==> src/rtl/dstx_pkg.sv <==
// Package: shared codes, kinds and frame builders for the data-strobe transmitter.
// Frames are built LSB-first: bit 0 is the first bit put on the line.
package dstx_pkg;

    localparam int FRAME_W = 14;                  // ESC + data character, the longest frame
    localparam int LEN_W   = $clog2(FRAME_W + 1);

    localparam logic [1:0] CODE_FCT = 2'b00;
    localparam logic [1:0] CODE_EOP = 2'b01;
    localparam logic [1:0] CODE_EEP = 2'b10;
    localparam logic [1:0] CODE_ESC = 2'b11;

    typedef enum logic [2:0] {
        K_NONE,
        K_TIME,
        K_FCT,
        K_NCHAR,
        K_NULL
    } kind_t;

    // Control character: parity, flag=1, code LSB first; prev = parity of previous payload
    function automatic logic [3:0] ctrl_bits(input logic [1:0] code, input logic prev);
        return {code[1], code[0], 1'b1, ~(prev ^ 1'b1)};
    endfunction

    // Data character: parity, flag=0, data LSB first
    function automatic logic [9:0] data_bits(input logic [7:0] d, input logic prev);
        return {d, 1'b0, ~(prev ^ 1'b0)};
    endfunction

endpackage

==> src/rtl/dstx_credit.sv <==
// Module: dstx_credit
// Tracks how many normal characters the far end currently permits.
// Assumes consume is raised only while credit_ok is high.
module dstx_credit #(
    parameter int CREDIT_MAX  = 56,
    parameter int CREDIT_STEP = 8
) (
    input  logic clk,
    input  logic rst_n,
    input  logic fct_rcvd,
    input  logic consume,
    output logic credit_ok,
    output logic credit_err
);
    localparam int CW = $clog2(CREDIT_MAX + CREDIT_STEP + 1);

    logic [CW-1:0] credit;
    logic [CW-1:0] grant_sum;
    logic          overflow;

    // Candidate credit after a grant, and whether that grant breaks the bound
    always_comb begin
        grant_sum = credit + CW'(CREDIT_STEP);
        overflow  = fct_rcvd && (grant_sum > CW'(CREDIT_MAX));
    end

    assign credit_ok = (credit != '0);

    // Credit register and sticky overflow flag
    always_ff @(posedge clk) begin
        if (!rst_n) begin
            credit     <= '0;
            credit_err <= 1'b0;
        end else begin
            credit <= credit - CW'(consume)
                    + ((fct_rcvd && !overflow) ? CW'(CREDIT_STEP) : '0);
            if (overflow) begin
                credit_err <= 1'b1;
            end
        end
    end


    credit_bound_chk: assert property (@(posedge clk) disable iff (!rst_n)
        credit <= CW'(CREDIT_MAX));


    no_read_without_credit_chk: assert property (@(posedge clk) disable iff (!rst_n)
        consume |-> credit != '0);


    err_sticky_chk: assert property (@(posedge clk) disable iff (!rst_n)
        credit_err |=> credit_err);

endmodule

==> src/rtl/dstx_sched.sv <==
// Module: dstx_sched
// Holds pending time-code and FCT requests and the parity chain. At each free
// slot it picks the next frame by priority and builds its bits.
// Assumes q_data is valid whenever q_empty is low (first-word fall-through).
module dstx_sched
    import dstx_pkg::*;
(
    input  logic               clk,
    input  logic               rst_n,
    input  logic               en_nulls,
    input  logic               en_fcts,
    input  logic               en_chars,
    input  logic               en_times,
    input  logic               tick_in,
    input  logic [5:0]         time_val,
    input  logic [1:0]         time_flags,
    input  logic               fct_req,
    input  logic [8:0]         q_data,
    input  logic               q_empty,
    input  logic               credit_ok,
    input  logic               slot_free,
    output logic               load,
    output logic [FRAME_W-1:0] frame,
    output logic [LEN_W-1:0]   frame_len,
    output logic               q_rd
);
    logic       pend_time;
    logic       pend_fct;
    logic [7:0] time_lat;
    logic       prev_par;
    logic       last_par;
    kind_t      pick;
    logic [1:0] mark_code;

    // Priority choice among eligible characters at a free slot
    always_comb begin
        pick = K_NONE;
        if (slot_free) begin
            if (en_times && pend_time)                  pick = K_TIME;
            else if (en_fcts && pend_fct)               pick = K_FCT;
            else if (en_chars && credit_ok && !q_empty) pick = K_NCHAR;
            else if (en_nulls)                          pick = K_NULL;
        end
    end

    // Frame bits, length and resulting payload parity for the chosen kind
    always_comb begin
        frame     = '0;
        frame_len = '0;
        last_par  = prev_par;
        mark_code = q_data[0] ? CODE_EEP : CODE_EOP;
        case (pick)
            K_TIME: begin
                frame     = {data_bits(time_lat, ^CODE_ESC), ctrl_bits(CODE_ESC, prev_par)};
                frame_len = LEN_W'(14);
                last_par  = ^time_lat;
            end
            K_FCT: begin
                frame     = FRAME_W'(ctrl_bits(CODE_FCT, prev_par));
                frame_len = LEN_W'(4);
                last_par  = ^CODE_FCT;
            end
            K_NCHAR: begin
                if (q_data[8]) begin
                    frame     = FRAME_W'(ctrl_bits(mark_code, prev_par));
                    frame_len = LEN_W'(4);
                    last_par  = ^mark_code;
                end else begin
                    frame     = FRAME_W'(data_bits(q_data[7:0], prev_par));
                    frame_len = LEN_W'(10);
                    last_par  = ^q_data[7:0];
                end
            end
            K_NULL: begin
                frame     = FRAME_W'({ctrl_bits(CODE_FCT, ^CODE_ESC), ctrl_bits(CODE_ESC, prev_par)});
                frame_len = LEN_W'(8);
                last_par  = ^CODE_FCT;
            end
            default: ;
        endcase
    end

    assign load = (pick != K_NONE);
    assign q_rd = (pick == K_NCHAR);

    // Pending requests, latched time value and parity chain
    always_ff @(posedge clk) begin
        if (!rst_n) begin
            pend_time <= 1'b0;
            pend_fct  <= 1'b0;
            time_lat  <= '0;
            prev_par  <= 1'b0;
        end else begin
            pend_time <= (pend_time && pick != K_TIME) || tick_in;
            pend_fct  <= (pend_fct && pick != K_FCT) || fct_req;
            if (tick_in) begin
                time_lat <= {time_flags, time_val};
            end
            if (load) begin
                prev_par <= last_par;
            end
        end
    end


    time_drop_chk: assert property (@(posedge clk) disable iff (!rst_n)
        $fell(pend_time) |-> $past(pick == K_TIME));


    rd_needs_word_chk: assert property (@(posedge clk) disable iff (!rst_n)
        q_rd |-> !q_empty && en_chars);

endmodule

==> src/rtl/dstx_ser.sv <==
// Module: dstx_ser
// Shifts a loaded frame out LSB first, one bit per clock, with data-strobe coding.
// Assumes load is raised only while slot_free is high.
module dstx_ser
    import dstx_pkg::*;
(
    input  logic               clk,
    input  logic               rst_n,
    input  logic               load,
    input  logic [FRAME_W-1:0] frame,
    input  logic [LEN_W-1:0]   frame_len,
    output logic               slot_free,
    output logic               d_out,
    output logic               s_out
);
    logic [FRAME_W-1:0] sreg;
    logic [LEN_W-1:0]   left;
    logic               next_bit;
    logic               shift;

    // Next bit comes from a fresh frame or from the shift register
    always_comb begin
        shift    = load || (left != '0);
        next_bit = load ? frame[0] : sreg[0];
    end

    assign slot_free = (left == '0);

    // Shift register, bit counter and the two line registers
    always_ff @(posedge clk) begin
        if (!rst_n) begin
            sreg  <= '0;
            left  <= '0;
            d_out <= 1'b0;
            s_out <= 1'b0;
        end else if (shift) begin
            d_out <= next_bit;
            s_out <= (next_bit == d_out) ? ~s_out : s_out;
            sreg  <= load ? (frame >> 1) : (sreg >> 1);
            left  <= load ? frame_len - LEN_W'(1) : left - LEN_W'(1);
        end
    end


    one_line_moves_chk: assert property (@(posedge clk) disable iff (!rst_n)
        shift |=> $countones({d_out ^ $past(d_out), s_out ^ $past(s_out)}) == 1);


    idle_hold_chk: assert property (@(posedge clk) disable iff (!rst_n)
        !shift |=> $stable(d_out) && $stable(s_out));


    load_on_free_slot_chk: assert property (@(posedge clk) disable iff (!rst_n)
        load |-> left == '0);

endmodule

==> src/rtl/dstx_link_tx.sv <==
// Module: dstx_link_tx (top)
// Data-strobe link character transmitter: scheduler, credit tracker and serializer.
// Assumes a first-word-fall-through transmit queue and one bit per clock.
module dstx_link_tx
    import dstx_pkg::*;
#(
    parameter int CREDIT_MAX  = 56,
    parameter int CREDIT_STEP = 8
) (
    input  logic       clk,
    input  logic       rst_n,
    input  logic       en_nulls,
    input  logic       en_fcts,
    input  logic       en_chars,
    input  logic       en_times,
    input  logic       tick_in,
    input  logic [5:0] time_val,
    input  logic [1:0] time_flags,
    input  logic       fct_req,
    input  logic       fct_rcvd,
    input  logic [8:0] q_data,
    input  logic       q_empty,
    output logic       q_rd,
    output logic       d_out,
    output logic       s_out,
    output logic       credit_err
);
    logic               credit_ok;
    logic               slot_free;
    logic               load;
    logic [FRAME_W-1:0] frame;
    logic [LEN_W-1:0]   frame_len;

    dstx_credit #(
        .CREDIT_MAX  (CREDIT_MAX),
        .CREDIT_STEP (CREDIT_STEP)
    ) u_credit (
        .clk        (clk),
        .rst_n      (rst_n),
        .fct_rcvd   (fct_rcvd),
        .consume    (q_rd),
        .credit_ok  (credit_ok),
        .credit_err (credit_err)
    );

    dstx_sched u_sched (
        .clk        (clk),
        .rst_n      (rst_n),
        .en_nulls   (en_nulls),
        .en_fcts    (en_fcts),
        .en_chars   (en_chars),
        .en_times   (en_times),
        .tick_in    (tick_in),
        .time_val   (time_val),
        .time_flags (time_flags),
        .fct_req    (fct_req),
        .q_data     (q_data),
        .q_empty    (q_empty),
        .credit_ok  (credit_ok),
        .slot_free  (slot_free),
        .load       (load),
        .frame      (frame),
        .frame_len  (frame_len),
        .q_rd       (q_rd)
    );

    dstx_ser u_ser (
        .clk       (clk),
        .rst_n     (rst_n),
        .load      (load),
        .frame     (frame),
        .frame_len (frame_len),
        .slot_free (slot_free),
        .d_out     (d_out),
        .s_out     (s_out)
    );

endmodule

==> config.mk <==
export PLATFORM = sky130hd
export DESIGN_NAME = dstx_link_tx
export DESIGN_NICKNAME = d
export VERILOG_FILES = /design/src/rtl/dstx_pkg.sv /design/src/rtl/dstx_credit.sv /design/src/rtl/dstx_sched.sv /design/src/rtl/dstx_ser.sv /design/src/rtl/dstx_link_tx.sv
export SDC_FILE = /design/constraint.sdc
export NUM_CORES = 1
export LEC_CHECK = 0
export BUFFER_PORTS_ARGS = -buffer_cell sky130_fd_sc_hd__buf_4
export CORE_MARGIN = 1.5
export CORE_UTILIZATION = 25
export DETAILED_ROUTE_END_ITERATION = 10
export GPL_TIMING_DRIVEN = 0
export SYNTH_ARGS = -nofsm -noshare
export SYNTH_HDL_FRONTEND = slang
export SYNTH_SLANG_ARGS = --single-unit
==> constraint.sdc <==
create_clock -name clk -period 3.75 [get_ports clk]
set_input_delay 0.75 -clock clk [delete_from_list [all_inputs] [get_ports clk]]
set_output_delay 0.75 -clock clk [all_outputs]
set_load 0.01 [all_outputs]
==> impl_metrics.json, run 1 <==
{
  "status": "finished, final reports clean",
  "hold_viol": 0,
  "hold_class": "register to register",
  "min_path_cells": 2,
  "htreeDepth": 2,
  "synth_edf_count": 0,
  "synth.distinct_cells": 51,
  "path_clk_slew_ns": 0.08,
  "routed_wl_mm": 6.00,
  "setup_tns_ns": 0,
  "grtUsageMet2_pct": 19.1,
  "synth_warnings": 0,
  "worstSetupStartpointType": "register",
  "worst_pin_slew_ns": 0.642,
  "hpwl_mm": 4.55,
  "path_class": "register to register",
  "yosysTopAreaCellShare_pct": 32.9,
  "rr_worst_depth": 15,
  "vias_per_cell": 5.06,
  "top_usage_layer": "met2",
  "grt-ovfl-total": 0,
  "coreArea_mm2": 0.00885,
  "synthArstFlopShare_pct": 0,
  "antenna_found_initial": 0,
  "grtUsageMet3_pct": 3.02,
  "syn2layout_area_growth_pct": 20.8,
  "gp_congestion": 0.860,
  "grt_pass1_vias": 1967,
  "ys_seq_area_share_pct": 32.9,
  "drt_iter0_drc": 105,
  "grtUsageTotal_pct": 12.2,
  "root_buffer": "clkbuf_8",
  "period_minus_slack_ns": 3.30,
  "antenna_left": 0,
  "drive_gt1_share_pct": 17.3,
  "cts_setup_buffers": 0,
  "end_kind": "register",
  "fin_nets": 345,
  "start_util_pct": 26.1,
  "numCtsBuffers": 5,
  "dieArea_mm2": 0.00982,
  "fin_worst_skew_ns": 0.00645,
  "drv_cap": 0,
  "rsz0062_at_grt": "no",
  "grt_pass1_wl_mm": 9.47,
  "place.port_buffers": 27,
  "vias": 2096,
  "avgSynthCellArea_um2": 8.52,
  "yosys-top-cells-count": "38 x dfxtp_1, 28 x nor2_1, 20 x o21ai_0",
  "slew_headroom_pct": 57.2,
  "p_leak_uw": 0.00112,
  "synth.area.top_cells": "dfxtp_1 33%, ha_1 6.5%, xnor2_1 5.7%",
  "crit_path_max_fanout": 10,
  "drcViolationCount": 0,
  "synth_ff_type": "dfxtp_1",
  "ios": 31,
  "grt_max_degree": 13,
  "wl_per_cell_um": 14.5,
  "finalSetupViolCount": 0,
  "required_ns": 3.92,
  "n_antenna_cell": 0,
  "drt_pass1_iterations": 4,
  "synth_area_mm2": 0.00231,
  "slew_violations": 0,
  "die_y_um": 99.1,
  "postCtsHoldBufs": 0,
  "setup_slack_ns": 0.448,
  "cts_repair_resize_count": 0,
  "fp-row-count": 34,
  "die_width_um": 99.1,
  "max_clock_freq_mhz": 303,
  "synthCells": 271,
  "synth_top_area_cell": "dfxtp_1",
  "synth_most_common_cell": "dfxtp_1",
  "p_per_area_mw_per_mm2": 710,
  "p_total_uw": 1980,
  "ys_seq_elements": 38,
  "insertion_delay_ns": 0.30,
  "timing.hold.ws_ns": 0.459,
  "cp.arrival_ns": 3.47,
  "gr-usage-met1_pct": 16.6,
  "post-place-ws_ns": 0.250,
  "cts_sinks": 38,
  "ir_drop_uv": 169,
  "fin_crit_sh_pct": 88.1,
  "syn-num-nets": 311,
  "cts_tree": "yes",
  "clockBufferDepth": 2
}
metrics by stage:
step	instances	instance area, um^2	util (%)
global placement	406	2650	29.9
floorplan	271	2310	-
global route	414	2790	31.5
detailed placement	406	2650	29.9
CTS	414	2790	31.5
finish	414	2790	31.5
critical path, stage by stage, from the launching register on:
cell and delay, ns:
dfxtp_1 0.41, inv_1 0.09, ha_1 0.21, nor2b_1 0.17, a21o_1 0.24, buf_2 0.20
nor3_1 0.47, ha_1 0.24, inv_1 0.04, ha_1 0.20, fa_1 0.41, a21oi_1 0.15
nor2_1 0.05, nor2_1 0.11, xnor2_1 0.13, nor2_1 0.05
flip-flops by register name (all words and copies together) (netlist names):
name,flops
u_credit.credit,7
u_credit.credit_err,1
u_sched.pend_fct,1
u_sched.pend_time,1
u_sched.prev_par,1
u_sched.time_lat,8
u_ser.d_out,1
u_ser.left,4
u_ser.s_out,1
u_ser.sreg,13
area by class of cell:
type,instances,area (um^2)
Inverter,16,60.1
Buffer,12,55.1
Multi-Input combinational cell,205,1430
Tap cell,108,135
Fill cell,951,6060
Clock buffer,6,82.6
Clock inverter,2,60.1
Sequential cell,38,761
Timing Repair Buffer,27,203
power breakdown:
part / internal (uW) / total (uW) / switching (uW)
Sequential: 508 / 612 / 104
Clock: 284 / 440 / 156
Combinational: 421 / 929 / 508
Total: 1210 / 1980 / 768
cell families after synthesis:
kind of cell,synth area share [%]
flip-flops,32.9
multiplexers,4.82
XOR/XNOR,7.96
AND/OR/NAND/NOR,19.6
adder cells (fa/ha/maj),7.37
AO/OA/AOI/OAI,22.4
buffers and inverters,4.98
layer usage:
| layer | routed length (um) | vias up |
|---|---|---|
| li1 | - | 1035 |
| met3 | 310 | 8 |
| met1 | 2880 | 987 |
| met4 | 84 | 0 |
| met5 | 0 | - |
| met2 | 2720 | 66 |
worst paths after layout:
path	start	end	slack, ns
setup / recovery	u_credit.credit[4]	u_credit.credit[5]	0.45
hold / removal	u_ser.sreg[5]	u_ser.sreg[4]	0.46
setup reg to reg	u_credit.credit[4]	u_credit.credit[5]	0.45
hold reg to reg	u_ser.sreg[5]	u_ser.sreg[4]	0.46
placed cells by master, fill, tap and decap left out, types with 3 or more instances in the layout:
| master | netlist | final |
|---|---|---|
| buf_4 | 0 | 27 |
| a31oi_1 | 4 | 4 |
| clkbuf_1 | 7 | 7 |
| clkbuf_8 | 0 | 6 |
| or2_2 | 3 | 3 |
| nor3_1 | 4 | 4 |
| a21o_1 | 4 | 4 |
| nor2_1 | 28 | 28 |
| ha_1 | 12 | 12 |
| a211oi_1 | 3 | 3 |
| inv_1 | 16 | 16 |
| xor2_1 | 6 | 6 |
| a221oi_1 | 8 | 8 |
| o21ai_0 | 20 | 20 |
| nand3_1 | 5 | 5 |
| nand2_1 | 17 | 17 |
| dfxtp_1 | 38 | 38 |
| xnor2_1 | 15 | 15 |
| nand2b_1 | 3 | 3 |
| a22oi_1 | 3 | 3 |
| or3_1 | 4 | 4 |
| mux2i_1 | 10 | 10 |
| a21oi_1 | 19 | 19 |
No activity file was read; power rests on OpenSTA's default activity.
==> run 2, diff against run 1 <==
Settings changed: REMOVE_ABC_BUFFERS set to 1.
==> run 2 against run 1 <==
  * Cell area shrank 2.9%
  * Die area stayed put
  * Clock skew is essentially flat
  * Sequential power is 1% higher
  * Sequential cell count stayed put
  * Final cell count is 2.2% lower
  * Critical endpoint unchanged
==> impl_metrics.json, run 2 (synthesis results as in run 1) <==
{
  "root_buffer": "clkbuf_8",
  "antenna_found_initial": 0,
  "r2r_setup_slack_ns": 0.45,
  "grt_max_degree": 26,
  "fin_worst_skew_ns": 0.00683,
  "grt-ovfl-total": 0,
  "largest_register": "u_ser.sreg",
  "placed_cells": 397,
  "cp.arrival_ns": 3.44,
  "dieArea_mm2": 0.00982,
  "min_path_cells": 2,
  "drive_gt1_share_pct": 17.8,
  "cts_setup_buffers": 0,
  "n_antenna_cell": 0,
  "ir_drop_uv": 218,
  "start_util_pct": 26.1,
  "end_kind": "register",
  "vias_per_cell": 5.01,
  "gp_congestion": 0.825,
  "timing.hold.ws_ns": 0.452,
  "coreArea_mm2": 0.00885,
  "timing.rr.start": "u_credit.credit[4]",
  "hold_viol": 0,
  "largest_registers": "u_ser.sreg x13, u_sched.time_lat x8, u_credit.credit x7",
  "wl_per_cell_um": 13.4,
  "insertion_delay_ns": 0.29,
  "clockBufferDepth": 2,
  "htreeDepth": 2,
  "register_area_um2": 761,
  "min_to": "u_ser.sreg[5]",
  "drcViolationCount": 0,
  "place.port_buffers": 30,
  "slew_violations": 0,
  "combPwrFrac_pct": 49.4,
  "drt_pass1_iterations": 4,
  "fp-row-count": 34,
  "final.fill_count": 941,
  "numCtsBuffers": 5,
  "cts_sinks": 38,
  "final_common_cell": "dfxtp_1",
  "path_clk_slew_ns": 0.08,
  "vias": 2031,
  "fin_crit_sh_pct": 87.9,
  "hpwl_mm": 4.01,
  "clockPowerShare_pct": 16.4,
  "routed_wl_mm": 5.45,
  "fin_nets": 336,
  "power.internal_uw": 1060,
  "largest_reg_flops": 13,
  "grtUsageTotal_pct": 11.6,
  "switching_share_pct": 41.3,
  "layout.cells.non_filler": 405,
  "required_ns": 3.90,
  "drt_iter0_drc": 124,
  "ios": 31,
  "rr_endpoint": "u_credit.credit[5]",
  "die_width_um": 99.1,
  "rsz0062_at_grt": "no",
  "hold_path.startpoint": "u_ser.sreg[6]",
  "multi_input_area_mm2": 0.00143,
  "worst_pin_slew_ns": 0.852,
  "grt_pass1_wl_mm": 9.23,
  "crit_path_max_fanout": 14,
  "seqPwrFrac_pct": 34.2,
  "cts_tree": "yes",
  "period_minus_slack_ns": 3.30,
  "post-route-util_pct": 30.6,
  "drv_cap": 0,
  "syn2layout_area_growth_pct": 17.3,
  "setup_tns_ns": 0,
  "mostFrequentLayoutCells": "38 x dfxtp_1, 30 x buf_4, 28 x nor2_1",
  "postCtsHoldBufs": 0,
  "antenna_left": 0,
  "finalSetupViolCount": 0,
  "switching_power_uw": 746,
  "die_y_um": 99.1,
  "rr_worst_depth": 14,
  "max_clock_freq_mhz": 303,
  "path_class": "register to register",
  "status": "finished, final reports clean",
  "worstSetupStartpointType": "register",
  "p_per_area_mw_per_mm2": 667,
  "hold_class": "register to register",
  "p_leak_uw": 0.00109,
  "slew_headroom_pct": 43.2,
  "cts_repair_resize_count": 0,
  "grt_pass1_vias": 1955
}
[run 2: changes by cell type in the layout (fill, tap and decap cells not counted), sizes merged]
cell and delta:
clkbuf -7, bufinv -2, buf -2, clkinv +1
clkinvlp +1
[run 2: power groups by stage]
stage | combinational [uW] | clock (uW) | sequential [uW]
5_1_grt | 1010 | 327 | 638
6_report | 893 | 297 | 618
3_3_place_gp | 872 | 0 | 624
2_1_floorplan | 685 | 0 | 605
3_5_place_dp | 885 | 0 | 626
4_1_cts | 893 | 308 | 617
[run 2: worst max path at each step]
stage	startpoint	endpoint	depth (start not counted)
after detailed placement	q_empty	u_credit.credit[5]	13
after floorplan	q_empty	u_credit.credit[5]	12
final	u_credit.credit[4]	u_credit.credit[5]	14
after global placement	q_empty	u_credit.credit[5]	13
after global routing	u_credit.credit[4]	u_credit.credit[5]	14
after CTS	u_credit.credit[4]	u_credit.credit[5]	14
[run 2: worst max-delay path: stages, from the launching register on]
cell and delay [ns]:
dfxtp_1 0.41, inv_1 0.09, ha_1 0.21, nor2b_1 0.17, a21o_1 0.34, nor3_1 0.53
ha_1 0.23, inv_1 0.05, ha_1 0.20, fa_1 0.41, a21oi_1 0.14, nor2_1 0.05
nor2_1 0.11, xnor2_1 0.14, nor2_1 0.05
[run 2: routing by layer]
| metal | part of all wire (%) | wire, um | vias up | track usage (%) |
|---|---|---|---|---|
| met5 | 0 | 0 | - | 0 |
| met4 | 1.6 | 89 | 0 | 4.01 |
| met3 | 4.1 | 221 | 9 | 2.32 |
| met2 | 49 | 2680 | 52 | 20.1 |
| met1 | 45 | 2460 | 950 | 14.6 |
| li1 | - | - | 1020 | - |
[run 2: cell type report]
class	instances	share of cell area, %
clock buffer	6	3.05
clock inverter	2	0.462
inverter	16	2.22
multi-input combinational	205	52.9
sequential	38	28.1
tap	108	4.99
timing repair buffer	30	8.31
[run 2: through the flow]
stage	instance area, um^2	setup WS (ns)	power, uW
global route	2710	0.247	1970
detailed placement	2620	0.258	1510
floorplan	2250	0.707	1290
CTS	2710	0.437	1820
finish	2710	0.454	1810
global placement	2620	0.247	1500
==> run 3, diff against run 2 <==
Settings changed: CORE_UTILIZATION 25 to 50, PLACE_DENSITY set to 0.71.
==> run 3 against run 2 <==
  * Via count is 0.25% lower
  * Core utilization increased by 30 points
  * First-iteration DRC count is 6.5% lower
  * Cell area down 1.0%
==> impl_metrics.json, run 3 (synthesis results as in run 1) <==
{
  "fin_worst_skew_ns": 0.00442,
  "crit_family": "adder cells",
  "switching_power_uw": 751,
  "antenna_left": 0,
  "cts_setup_buffers": 0,
  "start_util_pct": 52.3,
  "ir_drop_uv": 429,
  "cts_sinks": 38,
  "hold_viol": 0,
  "ios": 31,
  "grt_max_degree": 26,
  "coreArea_mm2": 0.00441,
  "worstSetupStartpointType": "register",
  "largest_register": "u_ser.sreg",
  "hold_path.startpoint": "u_ser.sreg[6]",
  "seqPwrFrac_pct": 32.0,
  "switching_share_pct": 38.9,
  "postCtsHoldBufs": 0,
  "n_antenna_cell": 0,
  "placed_cells": 341,
  "routed_wl_mm": 5.09,
  "die_y_um": 71.0,
  "antenna_found_initial": 0,
  "required_ns": 3.90,
  "largest_reg_flops": 13,
  "rr_worst_depth": 14,
  "grt_pass1_wl_mm": 8.72,
  "max_clock_freq_mhz": 310,
  "rr_endpoint": "u_credit.credit[5]",
  "setup_tns_ns": 0,
  "timing.hold.ws_ns": 0.458,
  "syn2layout_area_growth_pct": 16.1,
  "period_minus_slack_ns": 3.23,
  "min_to": "u_ser.sreg[5]",
  "cp.arrival_ns": 3.38,
  "htreeDepth": 2,
  "hpwl_mm": 3.69,
  "die_width_um": 71.0,
  "power.internal_uw": 1180,
  "rsz0062_at_grt": "no",
  "mostFrequentLayoutCells": "38 x dfxtp_1, 30 x buf_4, 28 x nor2_1",
  "gp_congestion": 0.881,
  "p_total_uw": 1930,
  "timing.rr.start": "u_credit.credit[4]",
  "fp-row-count": 24,
  "grtUsageTotal_pct": 21.5,
  "post-place-ws_ns": 0.384,
  "hold_class": "register to register",
  "dieArea_mm2": 0.00504,
  "vias": 2026,
  "slew_headroom_pct": 47.0,
  "wl_per_cell_um": 14.6,
  "path_buf_inv": 2,
  "largest_registers": "u_ser.sreg x13, u_sched.time_lat x8, u_credit.credit x7",
  "path_clk_slew_ns": 0.08,
  "status": "finished, final reports clean",
  "place.port_buffers": 30,
  "path_cells": "inv_1 > ha_1 > nor2b_1 > a21o_1 > nor3_1 > ha_1 > inv_1 > ha_1 > fa_1 > a21oi_1 > nor2_1 > nor2_1 > xnor2_1 > nor2_1",
  "min_path_cells": 2,
  "drcViolationCount": 0,
  "clockPowerShare_pct": 21.7,
  "finalSetupViolCount": 0,
  "insertion_delay_ns": 0.29,
  "path_class": "register to register",
  "clockBufferDepth": 2,
  "drt_iter0_drc": 116,
  "fin_nets": 336,
  "slew_violations": 0,
  "cts_tree": "yes",
  "drv_cap": 0,
  "p_per_area_mw_per_mm2": 720,
  "root_buffer": "clkbuf_8",
  "final_common_cell": "dfxtp_1",
  "end_kind": "register",
  "drt_pass1_iterations": 4,
  "drive_gt1_share_pct": 17.8,
  "cts_repair_resize_count": 0,
  "crit_slowest_cell": "dfxtp_1",
  "grt_pass1_vias": 1873,
  "numCtsBuffers": 5,
  "fin_crit_sh_pct": 86.0,
  "r2r_setup_slack_ns": 0.52,
  "max_stage_delay_ns": 0.42,
  "vias_per_cell": 5.81,
  "p_leak_uw": 0.00111,
  "combPwrFrac_pct": 46.3,
  "setup_slack_ns": 0.525,
  "crit_path_max_fanout": 14,
  "layout.cells.non_filler": 349,
  "grt-ovfl-total": 0,
  "worst_pin_slew_ns": 0.795
}
-- run 3: cell count changes in the layout (fill, tap and decap cells not counted) --
| cell | previous run | this run |
|---|---|---|
| bufinv_16 | 0 | 2 |
| clkbuf_8 | 6 | 5 |
| clkinv_2 | 1 | 0 |
| clkinv_4 | 0 | 1 |
| clkinvlp_4 | 1 | 0 |
-- run 3: worst min-delay path, cell delays in order (launching register included) --
cell and delay (ns):
dfxtp_1 0.32, nand2_1 0.05, a21oi_1 0.05
-- run 3: final cells by class --
| class | instances | area [um^2] |
|---|---|---|
| fillers | 397 | 1730 |
| multi-input cells | 205 | 1430 |
| flip-flops and latches | 38 | 761 |
| repair buffers | 30 | 225 |
| clock buffers | 5 | 68.8 |
| clock inverters | 3 | 68.8 |
| well taps | 52 | 65.1 |
| inverters | 16 | 60.1 |
-- run 3: worst max path at each step --
stage                            start                 end  slack (ns)  depth (start not counted)
global placement               q_empty  u_credit.credit[5]        0.37                         13
finish              u_credit.credit[4]  u_credit.credit[5]        0.52                         14
global route        u_credit.credit[4]  u_credit.credit[5]        0.18                         14
detailed placement             q_empty  u_credit.credit[5]        0.38                         13
floorplan                      q_empty  u_credit.credit[5]        0.71                         12
CTS                 u_credit.credit[4]  u_credit.credit[5]        0.52                         14
-- run 3: stage by stage --
stage / util, % / instance area, um^2
floorplan: - / 2250
global placement: 57.7 / 2540
detailed placement: 57.7 / 2540
CTS: 60.8 / 2680
global route: 60.8 / 2680
finish: 60.8 / 2680
-- run 3: metal layers --
layer  vias to the layer above  track usage (%)  share of wire [%]  routed length [um]
met5                         -                0                  0                   0
met4                         0             6.71                1.3                  65
met3                         6             5.13                5.5                 282
met2                        60             33.6                 46                2330
met1                       945             29.3                 47                2420
li1                       1015                -                  -                   -
-- run 3: power groups by stage --
stage | logic, uW | clock network (uW) | registers, uW
2_1_floorplan | 685 | 0 | 605
3_3_place_gp | 876 | 0 | 623
3_5_place_dp | 887 | 0 | 627
4_1_cts | 897 | 424 | 618
5_1_grt | 1020 | 446 | 635
6_report | 895 | 418 | 618
